<file path="config.mk">
export PLATFORM = sky130hd
export DESIGN_NAME = biphase_line_enc
export DESIGN_NICKNAME = d
export VERILOG_FILES = /design/src/rtl/biphase_enc_pkg.sv /design/src/rtl/biphase_phase_ctl.sv /design/src/rtl/biphase_symbol.sv /design/src/rtl/biphase_line_enc.sv
export SDC_FILE = /design/constraint.sdc
export NUM_CORES = 1
export LEC_CHECK = 0
export BUFFER_PORTS_ARGS = -buffer_cell sky130_fd_sc_hd__buf_2
export CORE_AREA = 10 10 47 49
export CTS_BUF_LIST = sky130_fd_sc_hd__clkbuf_8 sky130_fd_sc_hd__clkbuf_16
export DETAILED_ROUTE_END_ITERATION = 6
export DIE_AREA = 0 0 57 59
export PLACE_DENSITY = 0.41
export SETUP_SLACK_MARGIN = 0.05
export SYNTH_ARGS = -nofsm -noshare
export SYNTH_HDL_FRONTEND = slang
export SYNTH_HIERARCHICAL = 1
export SYNTH_SLANG_ARGS = --single-unit
</file>
<file path="constraint.sdc">
create_clock -name clk -period 1.44 [get_ports clk]
set_clock_uncertainty 0.1 [all_clocks]
set_input_delay 0.072 -clock clk [delete_from_list [all_inputs] [get_ports clk]]
set_output_delay 0.072 -clock clk [all_outputs]
set_load 0.05 [all_outputs]
</file>
<file path="src/rtl/biphase_enc_pkg.sv">
package biphase_enc_pkg;

    typedef struct packed {
        logic half;   // 0 = first half (A), 1 = second half (B)
        logic data;   // bit being sent
        logic fm0;    // code of the bit being sent
        logic line;   // registered line level
        logic hist;   // B level of the previous bit
    } enc_state_t;

    // Reset is the A half of an idle FM0 data 1 whose predecessor ended high.
    localparam enc_state_t ENC_RESET = '{half: 1'b0, data: 1'b1, fm0: 1'b1,
                                         line: 1'b0, hist: 1'b1};

endpackage

</file>
<file path="src/rtl/biphase_phase_ctl.sv">
module biphase_phase_ctl (
    input  logic half_q,
    output logic half_d,
    output logic boundary,
    output logic req
);
    always_comb begin
        half_d   = ~half_q;
        boundary = half_q;
        req      = half_q;
    end
endmodule

</file>
<file path="src/rtl/biphase_symbol.sv">
module biphase_symbol (
    input  logic boundary,   // 1: produce A of a new bit, 0: produce B
    input  logic fm0,
    input  logic data,
    input  logic hist,
    input  logic line_now,
    output logic sym
);
    logic shared_sel;
    logic a_lvl;
    logic b_lvl;

    always_comb begin
        // One mux serves both codes; the inversion follows it.
        shared_sel = fm0 ? hist : data;
        a_lvl      = ~shared_sel;
        // XNOR: FM0 keeps A for a 1 and flips for a 0; Manchester always flips.
        b_lvl      = ~(line_now ^ (fm0 & data));
        sym        = boundary ? a_lvl : b_lvl;
    end
endmodule

</file>
<file path="src/rtl/biphase_line_enc.sv">
module biphase_line_enc
    import biphase_enc_pkg::*;
(
    input  logic clk,
    input  logic rst_n,
    input  logic bit_in,
    input  logic fm0_sel,
    output logic line_out,
    output logic bit_req
);
    enc_state_t st_q;
    enc_state_t st_d;

    logic half_nx;
    logic at_boundary;
    logic sym_lvl;
    logic src_data;
    logic src_fm0;

    biphase_phase_ctl u_phase (
        .half_q   (st_q.half),
        .half_d   (half_nx),
        .boundary (at_boundary),
        .req      (bit_req)
    );

    always_comb begin
        src_data = at_boundary ? bit_in  : st_q.data;
        src_fm0  = at_boundary ? fm0_sel : st_q.fm0;
    end

    biphase_symbol u_sym (
        .boundary (at_boundary),
        .fm0      (src_fm0),
        .data     (src_data),
        .hist     (st_q.hist),
        .line_now (st_q.line),
        .sym      (sym_lvl)
    );

    always_comb begin
        st_d      = st_q;
        st_d.half = half_nx;
        st_d.line = sym_lvl;
        if (at_boundary) begin
            st_d.data = bit_in;
            st_d.fm0  = fm0_sel;
        end else begin
            // B level kept in every code, so a switch into FM0 stays continuous.
            st_d.hist = sym_lvl;
        end
    end

    always_ff @(posedge clk) begin
        if (!rst_n) st_q <= ENC_RESET;
        else        st_q <= st_d;
    end

    assign line_out = st_q.line;

endmodule

</file>
==> results of run 1 <==
## layout make-up
cell class	instances	share of cell area, %
Tap cell	16	6.04
Sequential cell	5	31.3
Inverter	2	2.26
Clock inverter	1	1.13
Timing Repair Buffer	7	12.8
Clock buffer	3	12.5
Multi-Input combinational cell	14	34.0
## flip-flops by register name, summed over array words and instances, names as in the netlist
name and flops:
line_out 1, st_q 4
## metal layers
metal  up-vias  GRT usage, %
met5         -             0
met4         0          3.02
met3         4          4.51
met2         7          3.72
met1        79          3.42
li1         92             -
## cell usage in the layout (no fill, tap or decap), drive strengths merged
cell type	netlist	routed
buf	2	6
dfxtp	5	5
inv	2	3
clkbuf	0	3
mux2	2	2
and2	2	2
or2	2	2
nor3b	2	2
mux2i	1	1
nand2	1	1
dlygate4sd3	0	1
nor2	1	1
and3	1	1
a31o	1	1
nor3	1	1
## kinds of logic (layout without fill, tap and decap cells)
group	Yosys count	after routing	share of synthesized area [%]
simple gates	10	10	27.1
flops	5	5	42.6
buf+inv	4	13	9.57
mux	3	3	17.0
compound gates	1	1	3.72
## timing repair
item                                   in CTS  in global routing
hold buffers                                1                  0
setup buffers                               0                  0
endpoints found under the hold margin       1                  0
setup endpoints to repair                   2                  2
resized for setup                           0                  1
## stage by stage
stage / total power, uW / setup TNS (ns)
2_1_floorplan: 233 / -0.0256
5_1_grt: 533 / -0.0914
3_3_place_gp: 245 / 0
4_1_cts: 504 / 0
6_report: 495 / 0
3_5_place_dp: 246 / 0
## worst reg2reg max path: stages (launching register included)
cell and delay (ns):
dfxtp_4 0.35, mux2_4 0.32, and3_1 0.15, a31o_1 0.19, nor3_2 0.11, mux2i_1 0.09, nand2_1 0.06
## worst paths after layout
kind | endpoint | start | cells past startpoint | slack [ns]
setup / recovery | st_q[0] | st_q[4] | 6 | 0.02
hold / removal | st_q[3] | bit_in | 3 | 0.09
setup reg to reg | st_q[0] | st_q[4] | 6 | 0.02
hold reg to reg | st_q[0] | st_q[0] | 2 | 0.36
## power groups by stage
stage,Sequential [uW],Combinational (uW),Clock [uW]
after detailed placement,163,83.6,0
after floorplan,175,57.9,0
final,159,84.7,251
after CTS,160,86.2,257
after global routing,162,93.4,277
after global placement,162,82.7,0
==> summary.txt, run 1 <==
Clocking
  – Clk root buf: clkbuf_8
  – Clk_lat worst skew: 0.22 ns
  – CTS clk-pin slew, worst paths: 0.04 ns
  – CTS H-tree depth: 1
  – TritonCTS Buffers: 3
  – CTS tree: done
  – CTS Sinks: 5
  – Deepest clock path buffer count: 2

Pwr
  – Net Sw Frac: 24.5%
  – Static Leak: 0.000154 uW
  – Combinational power share: 17.1%
  – Net Switching: 121 uW
  – Clock share of power: 50.7%
  – Peak VDD IR: 641 uV
  – Cell-internal power: 374 uW
  – PD cells: 1490 nW/um^2
  – Seq pwr share: 32.2%

Timing
  – Setup ws final: 0.0182 ns
  – Hold WS: 0.0893 ns
  – Endpoints failing hold: 0
  – Period utilization: 98.7%
  – Final Max Slew Viols: 0
  – Worst slew margin: 83.2%
  – Setup violators final: 0
  – Fmax: 703 MHz
  – Period minus WS final: 1.42 ns
  – Worst-Margin Slew: 0.254 ns
  – RSZ-0062 raised after global routing: yes

Die
  – Ports: 6
  – Core ar.: 1400 sq um
  – Die area: 3360 sq um
  – Rows: 14
  – Die H: 59 um
  – Die width: 57 um
  – Initial Utilization: 16.8%

Route
  – WL/cell: 9.38 um
  – Vias per Instance: 3.79
  – Detailed Routing Iterations Pass 1: 2
  – Routed length on met3: 47 um
  – Uppermost layer routed: met4
  – 1st-iter DRT viols: 1
  – WL met1: 214 um
  – Met2 wire len: 176 um
  – Final ANT Viol Nets: 0
  – Vias: 182
  – Remaining DRCs: 0
  – Routed WL: 450 um

Synthesis
  – Yosys warning count: 6
  – Ys async rst share: 0%
  – Ys flop type: dfxtp_1
  – Most frequent cell after synthesis: dfxtp_1
  – Yosys reg bits: 5
  – EDFF count, synth: 0
  – Net count after synthesis: 27
  – Area leader, netlist: dfxtp_1
  – Cell area after synthesis: 235 sq um
  – Syn Area/Cell: 10.2 sq um
  – Cells after Synth: 23
  – Seq/Total Area, Yosys: 42.6%
  – Ranking of synthesized cells by area: dfxtp_1 43%, mux2_4 13%, buf_4 6.4%
  – Post-synth top area share: 42.6%
  – Distinct cells, synth: 13

Final layout
  – Antenna diode count: 0
  – Non-Filler Instances: 48
  – Fin util: 23.7%
  – Nets: 37
  – Multi-input logic area: 113 sq um
  – Design area: 332 sq um
  – Layout cell share with drive strength beyond 1: 40.6%
  – Register area: 104 sq um
  – FILL cells: 164
  – P&R area growth vs syn: 41.0%

Setup path
  – CP required: 1.50 ns
  – Buf+Inv Stages, Crit Path: 0
  – Slowest-stage cell, CP: dfxtp_4
  – Crit-path max FO: 4
  – Gate family responsible for the most delay along the worst path: multiplexers
  – Crit Path Class: reg -> reg
  – Crit path arrival time: 1.49 ns
  – Cell Chain, Critical Path: mux2_4, and3_1, a31o_1, nor3_2, mux2i_1, nand2_1
  – CP max stage delay: 0.35 ns
  – Kind of end point of the critical path: flop
  – Type of origin of the critical path: flop

Global route
  – Initial antenna violation count: 0
  – Grt ovf: 0
  – Vias in the first global route: 178
  – Largest net degree at the start of global routing: 7
  – Total Routing Usage GR: 3.58%
  – First-pass GRT wire length: 793 um

Placed design
  – I/O Buffers: 5
  – Final HPWL DP: 332 um
  – Post-DP Area: 274 sq um
  – GPL Wtd Cong: 0.759
  – Pre-CTS WS: 0.0176 ns
  – Placed cells: 43

Worst hold path
  – Hold/Removal Path Class: in -> reg

Flow run
  – Max Cap Viol: 0

Run status
  – Status: finished clean
Power figures use the tool's default switching activity.
==> run 2, diff against run 1 <==
- CORE_AREA: 10 10 47 49 -> 2 2 39 41
- DIE_AREA: 0 0 57 59 -> 0 0 41 43
- HOLD_SLACK_MARGIN: unset -> 0.02
- PLACE_DENSITY: 0.41 -> 0.37
- SYNTH_HIERARCHICAL: 1 -> unset
==> run 2 against run 1 <==
Clock-buffer cell count is the same. Routed wire length shrank 17%. Largest cell class is now sequential cells. Sequential share of layout area grew 1.2 points. Non-clock buffer count grew 1. Total power shrank 5.8%. Critical endpoint is now bit_req. Via count shrank 8.8%. Critical path depth shrank 5. Area after synthesis shrank 20%. Final area shrank 7.2%. Largest power group unchanged. Setup slack gained 0.26 ns. Core utilization shrank 1.4 points. First-iteration DRC count shrank 100%.
==> summary.txt, run 2 <==
Clocking
  – TritonCTS Buffers: 3 (unchanged)
  – Deepest clock path buffer count: 2 (unchanged)
  – CTS H-tree depth: 1 (unchanged)
  – Post_cts resized: 0 (unchanged)
  – CTS clk-pin slew, worst paths: 0.03 ns (about the same)
  – Clk_lat worst skew: 0.22 ns (about the same)
  – CTS tree: done
  – Clk root buf: clkbuf_8
  – CTS Sinks: 5 (unchanged)

Die
  – Ports: 6 (unchanged)
  – Die H: 43 um (-27%)
  – Core ar.: 1380 sq um (-1.2%)
  – Rows: 14 (unchanged)
  – Initial Utilization: 13.6% (-3.2 points)
  – Die area: 1760 sq um (-48%)
  – Die width: 41 um (-28%)

Global route
  – First-pass GRT wire length: 565 um (-29%)
  – Vias in the first global route: 169 (-5.1%)
  – Total Routing Usage GR: 5.13% (+1.5 points)
  – Initial antenna violation count: 0 (unchanged)
  – Grt ovf: 0 (unchanged)
  – Largest net degree at the start of global routing: 8 (+1)

Synthesis
  – Yosys warning count: 0 (-6)
  – Yosys reg bits: 5 (unchanged)
  – Ys flop type: dfxtp_1
  – Syn Area/Cell: 10.4 sq um (+2.0%)
  – Post-synth top cells: 5 x dfxtp_1, 4 x nand2_1, 3 x mux2i_1
  – Most frequent cell after synthesis: dfxtp_1
  – EDFF count, synth: 0 (unchanged)
  – Cell area after synthesis: 188 sq um (-20%)
  – Ranking of synthesized cells by area: dfxtp_1 53%, mux2i_1 16%, nand2_1 8.0%
  – Ys async rst share: 0% (unchanged)
  – Area leader, netlist: dfxtp_1
  – Cells after Synth: 18 (-22%)
  – Net count after synthesis: 22 (-19%)
  – Seq/Total Area, Yosys: 53.3% (+11 points)
  – Distinct cells, synth: 9 (-4)
  – Post-synth top area share: 53.3% (+11 points)

Setup path
  – Buf+Inv Stages, Crit Path: 1 (+1)
  – Slowest-stage cell, CP: dfxtp_1
  – R2r worst-path depth: 2 (-4)
  – Crit path capture: bit_req
  – Crit path arrival time: 0.99 ns (-0.50 ns)
  – Gate family responsible for the most delay along the worst path: flip-flops
  – CP max stage delay: 0.45 ns (+0.10 ns)
  – Crit Path Class: reg -> out
  – Type of origin of the critical path: flop
  – RR Endpoint: st_q[2]
  – CP startpoint: st_q[4]
  – Cell Chain, Critical Path: buf_2
  – Internal reg-to-reg setup slack: 0.48 ns (+0.46 ns)
  – CP required: 1.27 ns (-0.23 ns)
  – Crit-path max FO: 7 (+3)
  – Kind of end point of the critical path: output pin
  – Reg-to-reg critical path startpoint: st_q[4]
  – Levels on crit path: 1 (-5)

Route
  – 1st-iter DRT viols: 0 (-1)
  – Detailed Routing Iterations Pass 1: 1 (-1)
  – Vias per Instance: 3.61 (-4.8%)
  – Routed WL: 372 um (-17%)
  – Remaining DRCs: 0 (unchanged)
  – Vias: 166 (-8.8%)
  – WL/cell: 8.09 um (-14%)
  – Final ANT Viol Nets: 0 (unchanged)

Pwr
  – Peak VDD IR: 450 uV (-30%)
  – Static Leak: 0.000144 uW (-6.3%)
  – PD cells: 1510 nW/um^2 (+1.4%)
  – Tot Pwr: 466 uW (-5.8%)

Final layout
  – Layout cell share with drive strength beyond 1: 30.0% (-11 points)
  – P&R area growth vs syn: 64.0%
  – Max FFs per register: 4 (unchanged)
  – Non-Filler Instances: 46 (-4.2%)
  – Multi-input logic area: 87.6 sq um (-22%)
  – FILL cells: 154 (-6.1%)
  – Nets: 35 (-5.4%)
  – Antenna diode count: 0 (unchanged)
  – Reg with most FFs: st_q
  – Highest-count cells in the layout ignoring fill and taps: 5 x buf_2, 5 x dfxtp_1, 4 x nand2_1
  – Register area: 100 sq um (-3.6%)

Timing
  – Period minus WS final: 1.16 ns (-0.260 ns)
  – Setup ws final: 0.278 ns (+0.260 ns)
  – Worst-Margin Slew: 0.259 ns (+0.00455 ns)
  – Endpoints failing hold: 0 (unchanged)
  – Final Max Slew Viols: 0 (unchanged)
  – Worst slew margin: 82.7% (-0.44 points)
  – RSZ-0062 raised after global routing: no
  – Hold WS: 0.370 ns (+0.281 ns)
  – Period utilization: 80.7% (-18 points)
  – Fmax: 860 MHz (+22%)
  – Setup violators final: 0 (unchanged)
  – Setup TNS: 0 ns (unchanged)

Placed design
  – I/O Buffers: 5 (unchanged)
  – Pre-CTS WS: 0.481 ns (+0.463 ns)
  – GPL Wtd Cong: 0.632 (-17%)
  – Placed cells: 39 (-9.3%)

Run status
  – Status: finished clean

Flow run
  – Max Cap Viol: 0 (unchanged)

Worst hold path
  – Hold/Removal Path Class: reg -> reg
[run 2: cell types whose count changed after synthesis, sizes merged, moves of 2 or more]
cell and change:
or2 -2, mux2i +2, and2 -2, nand2 +3, inv -2, nor3b -2
buf -2, mux2 -2
[run 2: area by class of cell]
type,instances,share of cell area (%)
sequential,5,32.5
multi-input combinational,13,28.5
clock buffer,3,13.4
timing repair buffer,8,17.9
tap,16,6.50
clock inverter,1,1.22
[run 2: timing repair]
item,4_1_cts,5_1_grt
hold buffers,3,0
buffers inserted,0,0
hold endpoints to repair,4,0
[run 2: routing by layer]
| metal | vias up | share of wire (%) | GRT usage, % | wire length [um] |
|---|---|---|---|---|
| met3 | 0 | 8.6 | 1.57 | 32 |
| met4 | 0 | 0 | 6.00 | 0 |
| met5 | - | 0 | 0 | 0 |
| li1 | 87 | - | - | - |
| met1 | 73 | 46 | 5.48 | 171 |
| met2 | 6 | 45 | 6.88 | 168 |
[run 2: where the power goes]
part	total, uW	switching, uW	internal, uW
clock network	247	64.8	182
logic	58.4	32.1	26.3
registers	161	9.37	151
[run 2: how the worst min path moves through the flow]
stage	startpoint	to	slack (ns)	cells after the start
global placement	rst_n	st_q[3]	0.18	2
finish	st_q[0]	st_q[0]	0.37	2
global route	st_q[0]	st_q[0]	0.41	2
detailed placement	rst_n	st_q[3]	0.19	2
CTS	st_q[0]	st_q[0]	0.38	2
floorplan	rst_n	st_q[2]	0.03	1
[run 2: worst min-delay path: stages, from the launching register on]
cell     delay, ns
dfxtp_1       0.32
nand2_1       0.05
nand3_1       0.07
[run 2: logic make-up after synthesis]
family / share of synthesized area [%]
AO/OA/AOI/OAI: 12.7
multiplexers: 16.0
flip-flops: 53.3
AND/OR/NAND/NOR: 18.0
[run 2: metrics by stage]
stage,instance area (sq um),util [%]
after floorplan,188,-
after global placement,233,16.8
after detailed placement,233,16.8
after CTS,308,22.2
after global routing,308,22.2
final,308,22.2
